**src/rtl/drdy_pkg.sv**
```systemverilog
package drdy_pkg;
   typedef enum logic [1:0] {
      SRC_LAG      = 2'b00,
      SRC_ANY      = 2'b01,
      SRC_LEAD     = 2'b10,
      SRC_LEAD_ALT = 2'b11
   } src_mode_e;
endpackage

```
**src/rtl/drdy_status_bank.sv**
```systemverilog
module drdy_status_bank #(
   parameter int NUM_CH = 4
) (
   input  logic              clk,
   input  logic              rst_n,
   input  logic [NUM_CH-1:0] strobe,
   input  logic [NUM_CH-1:0] enable,
   input  logic              rd_clear,
   output logic [NUM_CH-1:0] ready
);
   for (genvar i = 0; i < NUM_CH; i++) begin : g_ch
      logic bit_q;
      always_ff @(posedge clk) begin
         if (!rst_n)                      bit_q <= 1'b0;
         else if (rd_clear)               bit_q <= 1'b0;
         else if (strobe[i] && enable[i]) bit_q <= 1'b1;
      end
      assign ready[i] = bit_q;

      // a set bit holds until a read-clear
      a_r2_sticky : assert property (@(posedge clk) disable iff (!rst_n)
         (ready[i] && !rd_clear) |=> ready[i]);
      // a bit only rises on an enabled strobe
      a_r3_no_spurious_set : assert property (@(posedge clk) disable iff (!rst_n)
         (!ready[i] && !(strobe[i] && enable[i])) |=> !ready[i]);
   end

   // read-clear empties the bank
   a_r4_clear : assert property (@(posedge clk) disable iff (!rst_n)
      rd_clear |=> (ready == '0));
endmodule

```
**src/rtl/drdy_source_sel.sv**
```systemverilog
module drdy_source_sel
   import drdy_pkg::*;
#(
   parameter int NUM_CH = 4
) (
   input  logic              clk,
   input  logic              rst_n,
   input  logic [NUM_CH-1:0] ready,
   input  logic [NUM_CH-1:0] enable,
   input  logic [1:0]        mode,
   output logic              level_cond,
   output logic              event_pulse
);
   src_mode_e         mode_e;
   logic              any_en;
   logic              all_cond;
   logic              any_cond;
   logic              cond_q;
   logic [NUM_CH-1:0] ready_prev;
   logic [NUM_CH-1:0] fresh;

   assign mode_e   = src_mode_e'(mode);
   assign any_en   = |enable;
   assign all_cond = any_en && (&(ready | ~enable));
   assign any_cond = |(ready & enable);
   assign fresh    = ready & ~ready_prev & enable;

   always_comb begin
      unique case (mode_e)
         SRC_LAG: level_cond = all_cond;
         default: level_cond = any_cond;
      endcase
   end

   always_ff @(posedge clk) begin
      if (!rst_n) begin
         cond_q     <= 1'b0;
         ready_prev <= '0;
      end else begin
         cond_q     <= level_cond;
         ready_prev <= ready;
      end
   end

   always_comb begin
      if (mode_e == SRC_ANY) event_pulse = |fresh;
      else                   event_pulse = level_cond && !cond_q;
   end

   // nothing qualifies with every channel disabled
   a_r11_all_off : assert property (@(posedge clk) disable iff (!rst_n)
      (enable == '0) |-> (!level_cond && !event_pulse));
   // lagging source never fires while an enabled channel is still empty
   a_r5_lag_waits : assert property (@(posedge clk) disable iff (!rst_n)
      ((mode == 2'b00) && ((~ready & enable) != '0)) |-> !level_cond);
endmodule

```
**src/rtl/drdy_pin_shaper.sv**
```systemverilog
module drdy_pin_shaper #(
   parameter int PULSE_W = 2
) (
   input  logic clk,
   input  logic rst_n,
   input  logic level_cond,
   input  logic event_pulse,
   input  logic pulse_fmt,
   input  logic rd_clear,
   output logic asserted
);
   logic level_q;
   logic pulse_on;

   always_ff @(posedge clk) begin
      if (!rst_n)        level_q <= 1'b0;
      else if (rd_clear) level_q <= 1'b0;
      else               level_q <= level_cond;
   end

   if (PULSE_W == 1) begin : g_single
      logic p_q;
      always_ff @(posedge clk) begin
         if (!rst_n) p_q <= 1'b0;
         else        p_q <= event_pulse && !p_q;
      end
      assign pulse_on = p_q;
   end else begin : g_count
      localparam int CW = $clog2(PULSE_W + 1);
      localparam logic [CW-1:0] LOAD = CW'(PULSE_W);
      logic [CW-1:0] cnt_q;
      always_ff @(posedge clk) begin
         if (!rst_n)              cnt_q <= '0;
         else if (cnt_q != '0)    cnt_q <= cnt_q - 1'b1;
         else if (event_pulse)    cnt_q <= LOAD;
      end
      assign pulse_on = (cnt_q != '0);

      // counter stays within the programmed width
      a_r9_bound : assert property (@(posedge clk) disable iff (!rst_n)
         cnt_q <= LOAD);
      // a running pulse only counts down, never reloads
      a_r9_no_extend : assert property (@(posedge clk) disable iff (!rst_n)
         (cnt_q != '0) |=> (cnt_q < $past(cnt_q)));
   end

   assign asserted = pulse_fmt ? pulse_on : level_q;

   // level style releases one cycle after a read-clear
   a_r8_level_release : assert property (@(posedge clk) disable iff (!rst_n)
      (rd_clear && !pulse_fmt) |=> (!pulse_fmt -> !asserted));
endmodule

```
**src/rtl/drdy_pin_gen.sv**
```systemverilog
module drdy_pin_gen #(
   parameter int NUM_CH  = 4,
   parameter int PULSE_W = 2
) (
   input  logic              clk,
   input  logic              rst_n,
   input  logic [NUM_CH-1:0] ch_strobe,
   input  logic [NUM_CH-1:0] ch_enable,
   input  logic [1:0]        src_mode,
   input  logic              pulse_fmt,
   input  logic              idle_hiz,
   input  logic              rd_clear,
   output logic              pin_out,
   output logic              pin_oe,
   output logic [NUM_CH-1:0] status_ready
);
   if (NUM_CH < 1 || NUM_CH > 16) begin : g_bad_ch
      $error("NUM_CH out of range");
   end
   if (PULSE_W < 1) begin : g_bad_pw
      $error("PULSE_W must be at least 1");
   end

   logic level_cond;
   logic event_pulse;
   logic asserted;

   drdy_status_bank #(.NUM_CH(NUM_CH)) u_bank (
      .clk(clk), .rst_n(rst_n), .strobe(ch_strobe), .enable(ch_enable),
      .rd_clear(rd_clear), .ready(status_ready)
   );

   drdy_source_sel #(.NUM_CH(NUM_CH)) u_sel (
      .clk(clk), .rst_n(rst_n), .ready(status_ready), .enable(ch_enable),
      .mode(src_mode), .level_cond(level_cond), .event_pulse(event_pulse)
   );

   drdy_pin_shaper #(.PULSE_W(PULSE_W)) u_shape (
      .clk(clk), .rst_n(rst_n), .level_cond(level_cond),
      .event_pulse(event_pulse), .pulse_fmt(pulse_fmt),
      .rd_clear(rd_clear), .asserted(asserted)
   );

   assign pin_out = !asserted;
   assign pin_oe  = asserted || !idle_hiz;

   // a released pin is never driven low
   a_r10_hiz_idle : assert property (@(posedge clk) disable iff (!rst_n)
      (idle_hiz && pin_out) |-> !pin_oe);
   // a low pin is always driven
   a_r10_low_driven : assert property (@(posedge clk) disable iff (!rst_n)
      !pin_out |-> pin_oe);
endmodule

```
**config.mk**
```make
export PLATFORM = sky130hd
export DESIGN_NAME = drdy_pin_gen
export DESIGN_NICKNAME = d
export VERILOG_FILES = /design/src/rtl/drdy_pkg.sv /design/src/rtl/drdy_status_bank.sv /design/src/rtl/drdy_source_sel.sv /design/src/rtl/drdy_pin_shaper.sv /design/src/rtl/drdy_pin_gen.sv
export SDC_FILE = /design/constraint.sdc
export NUM_CORES = 1
export LEC_CHECK = 0
export ABC_AREA = 1
export ABC_CLOCK_PERIOD_IN_PS = 1320
export BUFFER_PORTS_ARGS = -buffer_cell sky130_fd_sc_hd__buf_2
export CAP_MARGIN = 20
export CORE_UTILIZATION = 47
export DETAILED_ROUTE_END_ITERATION = 10
export PLACE_DENSITY = 0.72
export SLEW_MARGIN = 20
export SYNTH_ARGS = -nofsm -noshare
export SYNTH_HDL_FRONTEND = slang
export SYNTH_HIERARCHICAL = 1
export SYNTH_SLANG_ARGS = --single-unit
```
**constraint.sdc**
```tcl
create_clock -name clk -period 1.32 [get_ports clk]
set_input_delay 0.264 -clock clk [delete_from_list [all_inputs] [get_ports clk]]
set_output_delay 0.264 -clock clk [all_outputs]
set_load 0.02 [all_outputs]
```
==> impl_metrics.toml, run 1 <==
[grt]
grt_overflow = 0
gr-usage-all-layers_pct = 19.8
grt_max_degree = 10
grt_pass1_wl_um = 1990
grt_pass1_vias = 515
antenna_found_initial = 0

[status]
violations = "setup timing"
status = "finished with violations"

[floorplanning]
die_area_um2 = 1530
initial_core_util_pct = 50.4
fp.dieW_um = 39.1
io_pins = 21
fp-row-count = 13
die_height_um = 39.1
core_um2 = 1280

[finish]
diodes = 0
area_growth_pct = 33.0
layout.nets = 143
regArea_um2 = 250
multi_input_area_um2 = 337
fillers = 107
drive_above_1_share_pct = 48.4

[power]
fin_total_pwr_w = 0.00110
irDropWorstVdd_mv = 0.571
powerDensity_nw_per_um2 = 1280
leakage_nw = 0.478

[clocking]
cts_buffer_depth = 2
clkSlewWorstSetupHoldPaths_ns = 0.07
cts_inserted_buffers = 3
cts_root_buf = "clkbuf_4"
hold_buffers = 0
clk-insertion-delay-late_ns = 0.26
cts_tree = "built"
cts.htree.levels = 1
clock_sinks = 12

[sta]
finalHoldViolations = 0
timing.fmax_mhz = 712
worst_pin_slew_ns = 0.174
post-route-period-util_pct = 106
maxSlewViolCount = 0
slew_headroom_pct = 88.4
rsz0062_at_grt = "yes"
setup_slack_ns = -0.0846
skew_ns = 0.00370
setup_viol = 2
fin_crit_ns = 1.40

[logic_synthesis]
ys_ff_latch = 12
syn_area_um2 = 648
synth.largest_area_cell = "dfxtp_1"
synth_cells = 98
ys_warn_count = 6
syn_area_per_cell_um2 = 6.61
ys_seq_area_share_pct = 37.1
synth_nets = 115
synth.area.top_cells = "dfxtp_1, nand2_1, inv_1"
yosysTopAreaCellShare_pct = 37.1
synth.distinct_cells = 14

[setup_path]
critPathKind = "flip-flop to output pin"
path_max_fanout = 2
r2r_slack_ns = 0.08
crit_arrival_ns = 1.14
setup.worst_path.start_class = "flip-flop"
required_ns = 1.06
worst_setup_path_end_kind = "output pin"

[placed_design]
portBuffers = 20
place_congestion = 0.791
pre_cts_ws_ns = 0.0194
hpwl_um = 908

[run]
cap_violations = 0

[route]
totalWireLength_um = 1310
drc = 0
wl_per_cell_um = 9.40
vias_per_cell = 4.45
dr.pass1.iters = 4
ant_nets = 0
num_vias = 618
drt_iter0_drc = 6

[hold_path]
min_path_type = "input port to flip-flop"
## stage by stage
stage | util [%] | instances | instance area [um^2] | hold slack, ns | setup TNS [ns]
detailed placement | 57.9 | 130 | 744 | 0.442 | 0
global route | 67.1 | 139 | 862 | 0.155 | -0.341
CTS | 62.1 | 134 | 798 | 0.154 | -0.175
global placement | 57.9 | 130 | 744 | 0.439 | 0
finish | 67.1 | 139 | 862 | 0.168 | -0.159
floorplan | - | 98 | 648 | 0.336 | 0
## registers in the layout, indices dropped and copies added (netlist names)
signal,flops
u_shape/g_count.cnt_q,2
u_bank/g_ch.bit_q,4
u_shape/level_q,1
u_sel/cond_q,1
u_sel/ready_prev,4
## final timing paths
kind / startpoint / end / cells past startpoint
max: u_shape/g_count.cnt_q[1] / pin_oe / 6
min: rd_clear / u_shape/level_q / 2
max reg2reg: u_bank/g_ch[2].bit_q / u_shape/g_count.cnt_q[1] / 12
min reg2reg: u_bank/g_ch[0].bit_q / u_sel/ready_prev[0] / 2
## cell type report
class	count	area share, %
Inverter	20	8.71
Multi-Input combinational cell	62	39.0
Sequential cell	12	29.0
Tap cell	15	2.18
Clock buffer	3	2.61
Timing Repair Buffer	27	18.4
## cell families (layout without fill, tap and decap cells)
| family | count (synthesis) | in the layout | share of synthesized area, % |
|---|---|---|---|
| buffers and inverters | 24 | 50 | 16.2 |
| and+or+nand+nor | 52 | 52 | 32.4 |
| AOI/OAI and AO/OA | 8 | 8 | 10.4 |
| adders and majority gates | 2 | 2 | 3.86 |
| DFF | 12 | 12 | 37.1 |
## power breakdown
group / internal [W] / switching (W)
Clock: 0.000105 / 0.000111
Sequential: 0.000405 / 0.0000218
Combinational: 0.000214 / 0.000245
Total: 0.000724 / 0.000377
## synth_stat cells
cell / n
a21boi_1: 1
a21oi_1: 1
a21oi_2: 5
buf_4: 4
dfxtp_1: 12
ha_1: 2
inv_1: 18
inv_2: 2
nand2_1: 27
nand2_2: 3
nand3_1: 2
nor2_1: 18
nor2_2: 2
o21bai_2: 1
## critical path, stage by stage, from the launching register on
cell     delay, ns
dfxtp_2       0.34
inv_2         0.05
ha_4          0.16
a21oi_2       0.12
inv_2         0.05
nand2_2       0.05
buf_6         0.11
## cell usage in the layout (no fill, tap or decap), drive strengths merged
cell type | synthesis | layout
nand2 | 30 | 30
buf | 4 | 27
nor2 | 20 | 20
inv | 20 | 20
dfxtp | 12 | 12
a21oi | 6 | 6
clkbuf | 0 | 3
nand3 | 2 | 2
ha | 2 | 2
o21bai | 1 | 1
a21boi | 1 | 1
## what timing repair did
action,in CTS,in global routing
setup endpoints to repair,2,4
pin swaps,2,6
buffers inserted,1,5
cloned,0,0
gates resized for setup,8,13
## routing by layer
layer / GRT usage [%] / share of wire (%) / vias up
li1: - / - / 335
met1: 26.4 / 47 / 270
met2: 28.7 / 50 / 11
met3: 3.47 / 2.3 / 2
met4: 12.9 / 1.1 / 0
met5: 0 / 0 / -
Power figures use the tool's default switching activity.
==> run 2: changes to the inputs <==
--- a/config.mk
+++ b/config.mk
@@ -9,6 +9,7 @@
 export ABC_CLOCK_PERIOD_IN_PS = 1320
 export BUFFER_PORTS_ARGS = -buffer_cell sky130_fd_sc_hd__buf_2
 export CAP_MARGIN = 20
+export CORE_MARGIN = 5
 export CORE_UTILIZATION = 47
 export DETAILED_ROUTE_END_ITERATION = 10
 export PLACE_DENSITY = 0.72
==> run 2 against run 1 <==
  * The run still ends with setup timing left
  * Count of clock-buffer cells in the layout is the same
  * Combinational power increased by 3%
  * Sequential power is essentially flat
  * Non-clock buffer count down 3
  * Clock skew increased by 0.0025 ns
  * Utilization fell by 3.1 points
  * Via count is 1.8% higher
  * Critical path type unchanged
  * Highest routed layer unchanged
==> impl_metrics.toml, run 2 (same netlist as run 1, synthesis figures left out) <==
[sta]
worst_pin_slew_ns = 0.183
fin_crit_ns = 1.41
slew_headroom_pct = 87.8
setup_viol = 2
finalHoldViolations = 0
setup_slack_ns = -0.0914
rsz0062_at_grt = "yes"
setup_tns_ns = -0.173
maxSlewViolCount = 0
timing.fmax_mhz = 709
post-route-period-util_pct = 107
skew_ns = 0.00618

[clocking]
cts_buffer_depth = 2
cts_inserted_buffers = 3
hold_buffers = 0
clock_sinks = 12
clkSlewWorstSetupHoldPaths_ns = 0.07
cts.htree.levels = 1
cts_root_buf = "clkbuf_4"
clk-insertion-delay-late_ns = 0.27
cts_tree = "built"

[route]
drt_iter0_drc = 17
ant_nets = 0
num_vias = 629
drc = 0
wl_per_cell_um = 10.9
vias_per_cell = 4.63
totalWireLength_um = 1480
dr.pass1.iters = 4

[floorplanning]
core_um2 = 1300
io_pins = 21
fp-row-count = 13
die_height_um = 47.1
die_area_um2 = 2220
fp.dieW_um = 47.1
initial_core_util_pct = 49.8

[power]
p_comb_share_pct = 42.0
swShare_pct = 35.2
seqPwrFrac_pct = 37.9
leakage_nw = 0.461
clkPwrFrac_pct = 20.1
p_sw_w = 0.000395
fin_total_pwr_w = 0.00112
irDropWorstVdd_mv = 0.508
powerDensity_nw_per_um2 = 1350
p_int_w = 0.000727

[setup_path]
required_ns = 1.06
slowest_stage = "dfxtp_2"
crit_buf_inv = 3
crit_path_cell_trace = "inv_2 -> ha_4 -> a21oi_2 -> inv_2 -> nand2_2 -> buf_6"
critical_path.most_common_cell = "inv_2"
crit_arrival_ns = 1.15
worst_setup_path_end_kind = "output pin"
path_max_fanout = 2
cp_top_family = "flip-flops"
setup.worst_path.start_class = "flip-flop"
max_stage_delay_ns = 0.34
critPathKind = "flip-flop to output pin"

[grt]
grt_overflow = 0
grt_pass1_wl_um = 2190
grt_max_degree = 10
gr-usage-all-layers_pct = 14.6
grt_pass1_vias = 549
antenna_found_initial = 0

[status]
status = "finished with violations"
violations = "setup timing"

[run]
cap_violations = 0

[placed_design]
hpwl_um = 1020
portBuffers = 20
post-place-cells = 130
pre_cts_ws_ns = 0.0397
place_congestion = 0.798

[finish]
layout.nets = 140
multi_input_area_um2 = 329
reg_top3 = "u_bank/g_ch.bit_q: 4 flops, u_sel/ready_prev: 4 flops, u_shape/g_count.cnt_q: 2 flops"
layout_common_cells = "nand2_1, buf_2, nor2_1"
diodes = 0
area_growth_pct = 28.4
instances_no_fill = 136
fillers = 125
regArea_um2 = 250
layout_commonest_cell = "nand2_1"
drive_above_1_share_pct = 45.5

[hold_path]
min_path_type = "input port to flip-flop"
## run 2: cell types whose count changed in the layout (fill, tap and decap cells not counted)
| cell | change |
|---|---|
| buf_4 | -3 |
| nand2_1 | +1 |
| nand2_2 | -1 |
| nand3_1 | +1 |
| nand3_2 | -1 |
## run 2: cell type report
| class | count | share of cell area (%) |
|---|---|---|
| clock buffer | 3 | 2.71 |
| sequential | 12 | 30.1 |
| multi-input combinational | 62 | 39.5 |
| inverter | 20 | 9.02 |
| timing repair buffer | 24 | 16.4 |
| tap | 15 | 2.26 |
## run 2: what timing repair did
action,4_1_cts,5_1_grt
pin swaps,2,7
buffers inserted,1,2
gates resized for setup,9,10
endpoints found under the setup margin,2,4
## run 2: final timing paths
kind                            start                       end  slack [ns]  cells past startpoint
max          u_shape/g_count.cnt_q[1]                    pin_oe       -0.09                      6
min                          rd_clear           u_shape/level_q        0.16                      2
max reg2reg      u_bank/g_ch[1].bit_q  u_shape/g_count.cnt_q[1]        0.08                     10
min reg2reg      u_bank/g_ch[3].bit_q       u_sel/ready_prev[3]        0.46                      2
## run 2: per-stage QoR
step / instance area (um^2) / hold slack, ns / util (%)
floorplan: 648 / 0.336 / -
global placement: 744 / 0.439 / 57.2
detailed placement: 744 / 0.445 / 57.2
CTS: 800 / 0.158 / 61.4
global route: 832 / 0.160 / 63.9
finish: 832 / 0.165 / 63.9
## run 2: metal layers
layer	vias up	global-route usage, %	share of wire [%]	routed length (um)
li1	330	-	-	-
met1	284	16.6	43	640
met2	13	24.7	51	751
met3	2	3.45	5.0	74
met4	0	8.29	0.68	10
met5	-	0	0	0
## run 2: power by group through the flow
stage	Sequential [W]	Clock (W)	Combinational, W
after global placement	0.000423	0	0.000342
after detailed placement	0.000424	0	0.000350
after global routing	0.000431	0.000252	0.000520
after CTS	0.000427	0.000232	0.000420
after floorplan	0.000418	0	0.000249
final	0.000425	0.000225	0.000472
## run 2: worst register-to-register path: stages, from the launching register on
cell	delay [ns]
dfxtp_2	0.34
nand2_1	0.10
nand2_1	0.08
o21bai_2	0.17
nand2_2	0.08
nand2_2	0.07
nand2_2	0.07
inv_2	0.06
nand3_1	0.07
nand2_1	0.06
nor2_1	0.04
